File: src/rtl/pwm_quad_pkg.sv
package pwm_quad_pkg;
  localparam int DW      = 32;
  localparam int DIV_W   = 2;
  localparam int INV_BIT = 5;
  localparam int PRE_W   = (1 << DIV_W) - 1;

  // control -> datapath: commit strobe plus the staged setting it carries
  typedef struct packed {
    logic            commit;
    logic [DW-1:0]   period;
    logic [DW-1:0]   duty;
    logic [DIV_W-1:0] div;
    logic            invert;
  } chStrobe_t;

  // datapath -> control: channel can accept a staged setting now
  typedef struct packed {
    logic ready;
  } chStatus_t;
endpackage

File: src/rtl/pwm_quad_ctrl.sv
module pwm_quad_ctrl
  import pwm_quad_pkg::*;
#(
  parameter int NCH    = 4,
  parameter int ADDR_W = 12
) (
  input  logic              clk,
  input  logic              rst,
  input  logic [ADDR_W-1:0] busAddr,
  input  logic              busWe,
  input  logic [DW-1:0]     busWdata,
  output logic [DW-1:0]     busRdata,
  input  chStatus_t         status [NCH],
  output chStrobe_t         strobe [NCH]
);
  localparam int GRP_PERIOD = 0;
  localparam int GRP_DUTY   = 1;
  localparam int GRP_CTRL   = 2;

  logic          baseHit, aligned, regHit;
  logic [2:0]    grp;
  logic [2:0]    chIdx;

  assign baseHit = busAddr[ADDR_W-1:8] == (ADDR_W-8)'(4);
  assign grp     = busAddr[7:5];
  assign chIdx   = busAddr[4:2];
  assign aligned = busAddr[1:0] == 2'b00;
  assign regHit  = baseHit && aligned && (int'(chIdx) < NCH) && (int'(grp) <= GRP_CTRL);

  logic [DW-1:0]    stPeriod [NCH];
  logic [DW-1:0]    stDuty   [NCH];
  logic [DIV_W-1:0] stDiv    [NCH];
  logic             stInv    [NCH];
  logic [NCH-1:0]   pending;
  logic [NCH-1:0]   commitNow;

  for (genvar ch = 0; ch < NCH; ch++) begin : g_ch
    logic selCh, perWr, dutyWr, ctlWr;
    assign selCh  = busWe && regHit && (int'(chIdx) == ch);
    assign perWr  = selCh && (int'(grp) == GRP_PERIOD);
    assign dutyWr = selCh && (int'(grp) == GRP_DUTY);
    assign ctlWr  = selCh && (int'(grp) == GRP_CTRL);
    assign commitNow[ch] = pending[ch] && status[ch].ready;

    always_ff @(posedge clk) begin
      if (rst) begin
        stPeriod[ch] <= '0;
        stDuty[ch]   <= '0;
        stDiv[ch]    <= '0;
        stInv[ch]    <= 1'b0;
        pending[ch]  <= 1'b0;
      end else begin
        if (perWr)  stPeriod[ch] <= busWdata;
        if (dutyWr) stDuty[ch]   <= busWdata;
        if (ctlWr) begin
          stDiv[ch] <= busWdata[DIV_W-1:0];
          stInv[ch] <= busWdata[INV_BIT];
        end
        pending[ch] <= perWr || (pending[ch] && !commitNow[ch]);
      end
    end

    assign strobe[ch] = '{commit: commitNow[ch], period: stPeriod[ch],
                          duty: stDuty[ch], div: stDiv[ch], invert: stInv[ch]};
  end

  always_comb begin
    busRdata = '0;
    for (int ch = 0; ch < NCH; ch++) begin
      if (regHit && int'(chIdx) == ch) begin
        case (int'(grp))
          GRP_PERIOD: busRdata = stPeriod[ch];
          GRP_DUTY:   busRdata = stDuty[ch];
          default: begin
            busRdata[DIV_W-1:0] = stDiv[ch];
            busRdata[INV_BIT]   = stInv[ch];
          end
        endcase
      end
    end
  end
endmodule

File: src/rtl/pwm_quad_dp.sv
module pwm_quad_dp
  import pwm_quad_pkg::*;
#(
  parameter int NCH = 4
) (
  input  logic           clk,
  input  logic           rst,
  input  logic           tick,
  input  chStrobe_t      strobe [NCH],
  output chStatus_t      status [NCH],
  output logic [NCH-1:0] pwmOut
);
  for (genvar ch = 0; ch < NCH; ch++) begin : g_ch
    logic [DW-1:0]    actPeriod, actDuty, cnt;
    logic [DIV_W-1:0] actDiv;
    logic             actInv, running;
    logic [PRE_W-1:0] preCnt;
    logic [PRE_W:0]   preLim;
    logic             divTick, lastUnit;

    assign preLim   = ({{PRE_W{1'b0}}, 1'b1} << actDiv) - 1'b1;
    assign divTick  = tick && (preCnt == preLim[PRE_W-1:0]);
    assign lastUnit = cnt == actPeriod - 1'b1;
    assign status[ch].ready = divTick && (!running || lastUnit);

    always_ff @(posedge clk) begin
      if (rst) begin
        actPeriod <= '0;
        actDuty   <= '0;
        actDiv    <= '0;
        actInv    <= 1'b0;
        running   <= 1'b0;
        cnt       <= '0;
        preCnt    <= '0;
      end else if (strobe[ch].commit) begin
        actPeriod <= strobe[ch].period;
        actDuty   <= strobe[ch].duty;
        actDiv    <= strobe[ch].div;
        actInv    <= strobe[ch].invert;
        running   <= strobe[ch].period != '0;
        cnt       <= '0;
        preCnt    <= '0;
      end else begin
        if (tick) preCnt <= divTick ? '0 : preCnt + 1'b1;
        if (divTick && running) cnt <= lastUnit ? '0 : cnt + 1'b1;
      end
    end

    assign pwmOut[ch] = running && ((cnt < actDuty) ^ actInv);
  end
endmodule

File: src/rtl/pwm_quad_shadow.sv
module pwm_quad_shadow
  import pwm_quad_pkg::*;
#(
  parameter int NCH    = 4,
  parameter int ADDR_W = 12
) (
  input  logic              clk,
  input  logic              rst,
  input  logic              tick,
  input  logic [ADDR_W-1:0] busAddr,
  input  logic              busWe,
  input  logic [DW-1:0]     busWdata,
  output logic [DW-1:0]     busRdata,
  output logic [NCH-1:0]    pwmOut
);
  chStrobe_t strobe [NCH];
  chStatus_t status [NCH];

  pwm_quad_ctrl #(.NCH(NCH), .ADDR_W(ADDR_W)) u_ctrl (
    .clk(clk), .rst(rst), .busAddr(busAddr), .busWe(busWe),
    .busWdata(busWdata), .busRdata(busRdata), .status(status), .strobe(strobe)
  );

  pwm_quad_dp #(.NCH(NCH)) u_dp (
    .clk(clk), .rst(rst), .tick(tick), .strobe(strobe),
    .status(status), .pwmOut(pwmOut)
  );
endmodule

File: config.mk
export PLATFORM = sky130hd
export DESIGN_NAME = pwm_quad_shadow
export DESIGN_NICKNAME = d
export VERILOG_FILES = /design/src/rtl/pwm_quad_pkg.sv /design/src/rtl/pwm_quad_ctrl.sv /design/src/rtl/pwm_quad_dp.sv /design/src/rtl/pwm_quad_shadow.sv
export SDC_FILE = /design/constraint.sdc
export NUM_CORES = 2
export LEC_CHECK = 0
export BUFFER_PORTS_ARGS = -buffer_cell sky130_fd_sc_hd__buf_2
export CAP_MARGIN = 15
export CORE_ASPECT_RATIO = 1.1
export CORE_MARGIN = 10
export CORE_UTILIZATION = 60
export CTS_CLUSTER_SIZE = 40
export DETAILED_ROUTE_END_ITERATION = 16
export PLACE_DENSITY = 0.83
export SLEW_MARGIN = 0
export SYNTH_ARGS = -nofsm -noshare
export SYNTH_HDL_FRONTEND = slang
export SYNTH_SLANG_ARGS = --single-unit
File: constraint.sdc
create_clock -name clk -period 10.5 [get_ports clk]
set_clock_uncertainty 0.2 [all_clocks]
set_input_delay 1.05 -clock clk [delete_from_list [all_inputs] [get_ports clk]]
set_output_delay 1.05 -clock clk [all_outputs]
set_load 0.01 [all_outputs]
==> impl_results.md <==
* Clock buffers created by TritonCTS at 73
* Grt ovf at 0
* Dpl ws at 5.26 ns
* Synth Register Bits at 684
* VDD IR max at 139 uV
* Core ar. at 61,500 sq um
* Initial antenna violation count at 7
* Share of the synthesized area in the top cell type at 22.3%
* Final hold slack at 0.256 ns
* FF/Latch Area at 16,400 sq um
* Async SR Flop Fraction at 0%
* Hold endpoint: u_dp.g_ch[3].actDuty[21]$_SDFFE_PP0P_
* Power Dens Cells at 140 nW/um^2
* DRT antenna net count at 0
* Period minus WS final at 5.36 ns
* Worst R2R Start: u_dp.g_ch[1].actPeriod[0]$_SDFFE_PP0P_
* Worst setup path class: reg2reg
* Vert. Die Dim at 282 um
* Layout area overhead at 8.20%
* Critical Path AT at 5.70 ns
* First-pass GRT wire length at 169,000 um
* Post-CTS setup buffer count at 0
* Critical path's top delay family: simple AND/OR/NAND/NOR gates
* Worst hold path type: reg2reg
* Dominant cell type by area after synthesis: dfxtp_1
* Largest cells by area after synthesis: dfxtp_1 (22%), edfxtp_1 (22%), mux2i_1 (11%)
* Setup crit start kind: register
* Seq/Total Area, Yosys at 43.8%
* Htree depth at 3
* Unrepaired setup endpoints after global routing: no
* Fin Setup TNS at 0 ns
* CP Launch Point: u_dp.g_ch[1].actPeriod[0]$_SDFFE_PP0P_
* Mean cell area of the mapped netlist at 9.55 sq um
* Final wirelength at 111,000 um
* Most common cell after layout, fill and taps aside: nand2_1
* Hold Path Origin: u_dp.g_ch[3].actDuty[21]$_SDFFE_PP0P_
* Number of primary I/O pins at 84
* Crit share post-route at 51.1%
* DIE AREA at 72,700 sq um
* Netlist Area Pre-Place at 37,400 sq um
* # nets final at 4,093
* Max Slew Vio Count at 0
* Dominant synthesized flop cell: dfxtp_1
* Slew @ Worst Pin at 1.27 ns
* TritonCTS clock tree: built
* Fin worst setup slack at 5.14 ns
* Most frequent cells in the layout: nand2_1 (528), dfxtp_1 (416), mux2i_1 (405)
* Die X at 258 um
* Vias post-DR at 30,400
* Clock-pin transition on the worst setup and hold timing paths at 0.06 ns
* WP data required at 10.83 ns
* WP depth at 10
* Hold depth at 2
* LEAKAGE at 15.4 nW
* Clock Latency Late Sink at 0.64 ns
* Top cell by count, worst path: nor3_1
* Routability Congestion at 0.977
* Mapped Nets at 4,098
* Port Buf Inserts at 83
* Max Cap Viol at 0
* Largest net degree at the start of global routing at 183
* First-pass detailed-route iteration total at 5
* CP max stage cell: a211oi_4
* CTS Root Cell: clkbuf_16
* GRT Total Usage at 29.7%
* Crit path max fanout at 55
* CP cell instances: nor3_1 -> nand4_1 -> nor3_1 -> mux2_2 -> a211o_1 -> nor4_2 -> nand3_1 -> a211oi_4 -> buf_4 -> mux2i_1
* Post-CTS Resized at 0
* Synth warn at 0
* Endpoints failing hold at 0
* Reg2reg setup slack at 5.14 ns
* Post-Syn Instances at 3,914
* Max Root-Sink Buffers at 3
* Hold-fix buffers at CTS at 0
* Max-slew headroom at 15.1%
* DP Area at 38,100 sq um
* Vias per cell at 6.33
* Multi-input gate area at 19,300 sq um
* Initial core utilization at 60.8%
* DRT iter0 DRCs at 3,862
* Fin area at 40,400 sq um
* CP bufs+invs at 1
* R2R Path End: u_dp.g_ch[1].actPeriod[23]$_SDFFE_PP0P_
* Worst path max stage delay at 0.95 ns
* Fmax at 0.186 GHz
* Layout cells sized above 1 at 7.06%
* Status: completed
* DRC viols at 0
* Placement Rows at 95
* Filler instances at 4,778
* CTS Sinks at 684
* Final setup violation count at 0
* Worst R2R Path Depth at 10
* Count of cell types in the netlist at 95
* Critical path endpoint category: register
* Hpwl dp at 80,500 um
* Post-synth EDFFs at 268
* Vias in the first global route at 28,300
* WL/cell at 23.2 um
[synth_stat cells, types with 55 or more instances]
cell type	count
clkbuf_1	119
nand4_1	70
nand2_1	528
nand3_1	88
xnor2_1	159
nor2_1	339
xor2_1	134
dfxtp_1	416
inv_1	171
nor4_1	69
a21oi_1	62
nor3_1	94
o21ai_0	55
ha_1	136
and2_1	265
mux2i_1	405
edfxtp_1	268
[state kept, by name (all words and copies together), names as in the netlist, 8 cells and up]
name,cells
u_ctrl.stDiv,8
u_ctrl.stDuty,128
u_ctrl.stPeriod,128
u_dp.g_ch.actDiv,8
u_dp.g_ch.actDuty,128
u_dp.g_ch.actPeriod,128
u_dp.g_ch.cnt,128
u_dp.g_ch.preCnt,12
[where the power goes]
| part | internal [mW] | switching, mW | leakage (nW) |
|---|---|---|---|
| sequential | 2.81 | 0.0702 | 5.89 |
| clock | 1.44 | 1.09 | 1.12 |
| combinational | 0.0554 | 0.172 | 8.39 |
[layer usage]
layer | GRT usage [%] | wire [um] | up-vias
li1 | - | - | 13700
met1 | 38.4 | 43200 | 14500
met2 | 46.4 | 48800 | 1785
met3 | 7.75 | 13600 | 369
met4 | 13.2 | 5410 | 4
met5 | 0 | 23 | -
[per-stage QoR]
stage               utilization, %  std cells  total power [mW]
finish                        65.8       4798              5.64
floorplan                        -       3914              3.02
detailed placement            62.0       4656              3.15
global route                  65.8       4791              5.76
CTS                           65.7       4789              5.63
global placement              62.0       4656              3.14
[layout make-up]
class	instances	share of cell area, %
clock buffer	102	4.96
multi-input combinational	2857	47.8
inverter	172	1.61
timing repair buffer	121	1.83
antenna	7	0.0433
clock inverter	31	0.743
sequential	684	40.5
tap	824	2.55
[how the worst max path moves through the flow]
| stage | endpoint | slack, ns |
|---|---|---|
| final | u_dp.g_ch[1].actPeriod[23]$_SDFFE_PP0P_ | 5.14 |
| after global routing | u_dp.g_ch[1].actDuty[23]$_SDFFE_PP0P_ | 4.88 |
| after CTS | u_dp.g_ch[1].actPeriod[27]$_SDFFE_PP0P_ | 5.20 |
| after detailed placement | u_dp.g_ch[1].actPeriod[27]$_SDFFE_PP0P_ | 5.26 |
| after global placement | u_dp.g_ch[1].actDuty[27]$_SDFFE_PP0P_ | 5.46 |
| after floorplan | u_ctrl.stDuty[0][0]$_SDFFCE_PN0P_ | 5.24 |
[worst min-delay path: stages, from the launching register on]
cell     delay (ns)
dfxtp_1        0.31
nand2_1        0.05
mux2i_1        0.05
[cell families (layout without fill, tap and decap cells)]
| family | after synthesis | in the layout | synth area share (%) |
|---|---|---|---|
| simple gates | 1652 | 1652 | 22.0 |
| mux | 408 | 408 | 10.9 |
| compound gates | 368 | 368 | 7.09 |
| xor+xnor | 293 | 293 | 6.87 |
| fa+ha+maj | 136 | 136 | 4.55 |
| other cells | 0 | 7 | 0 |
| flops | 684 | 684 | 43.8 |
| buf+inv | 373 | 426 | 4.76 |
No activity file was read; power rests on OpenSTA's default activity.
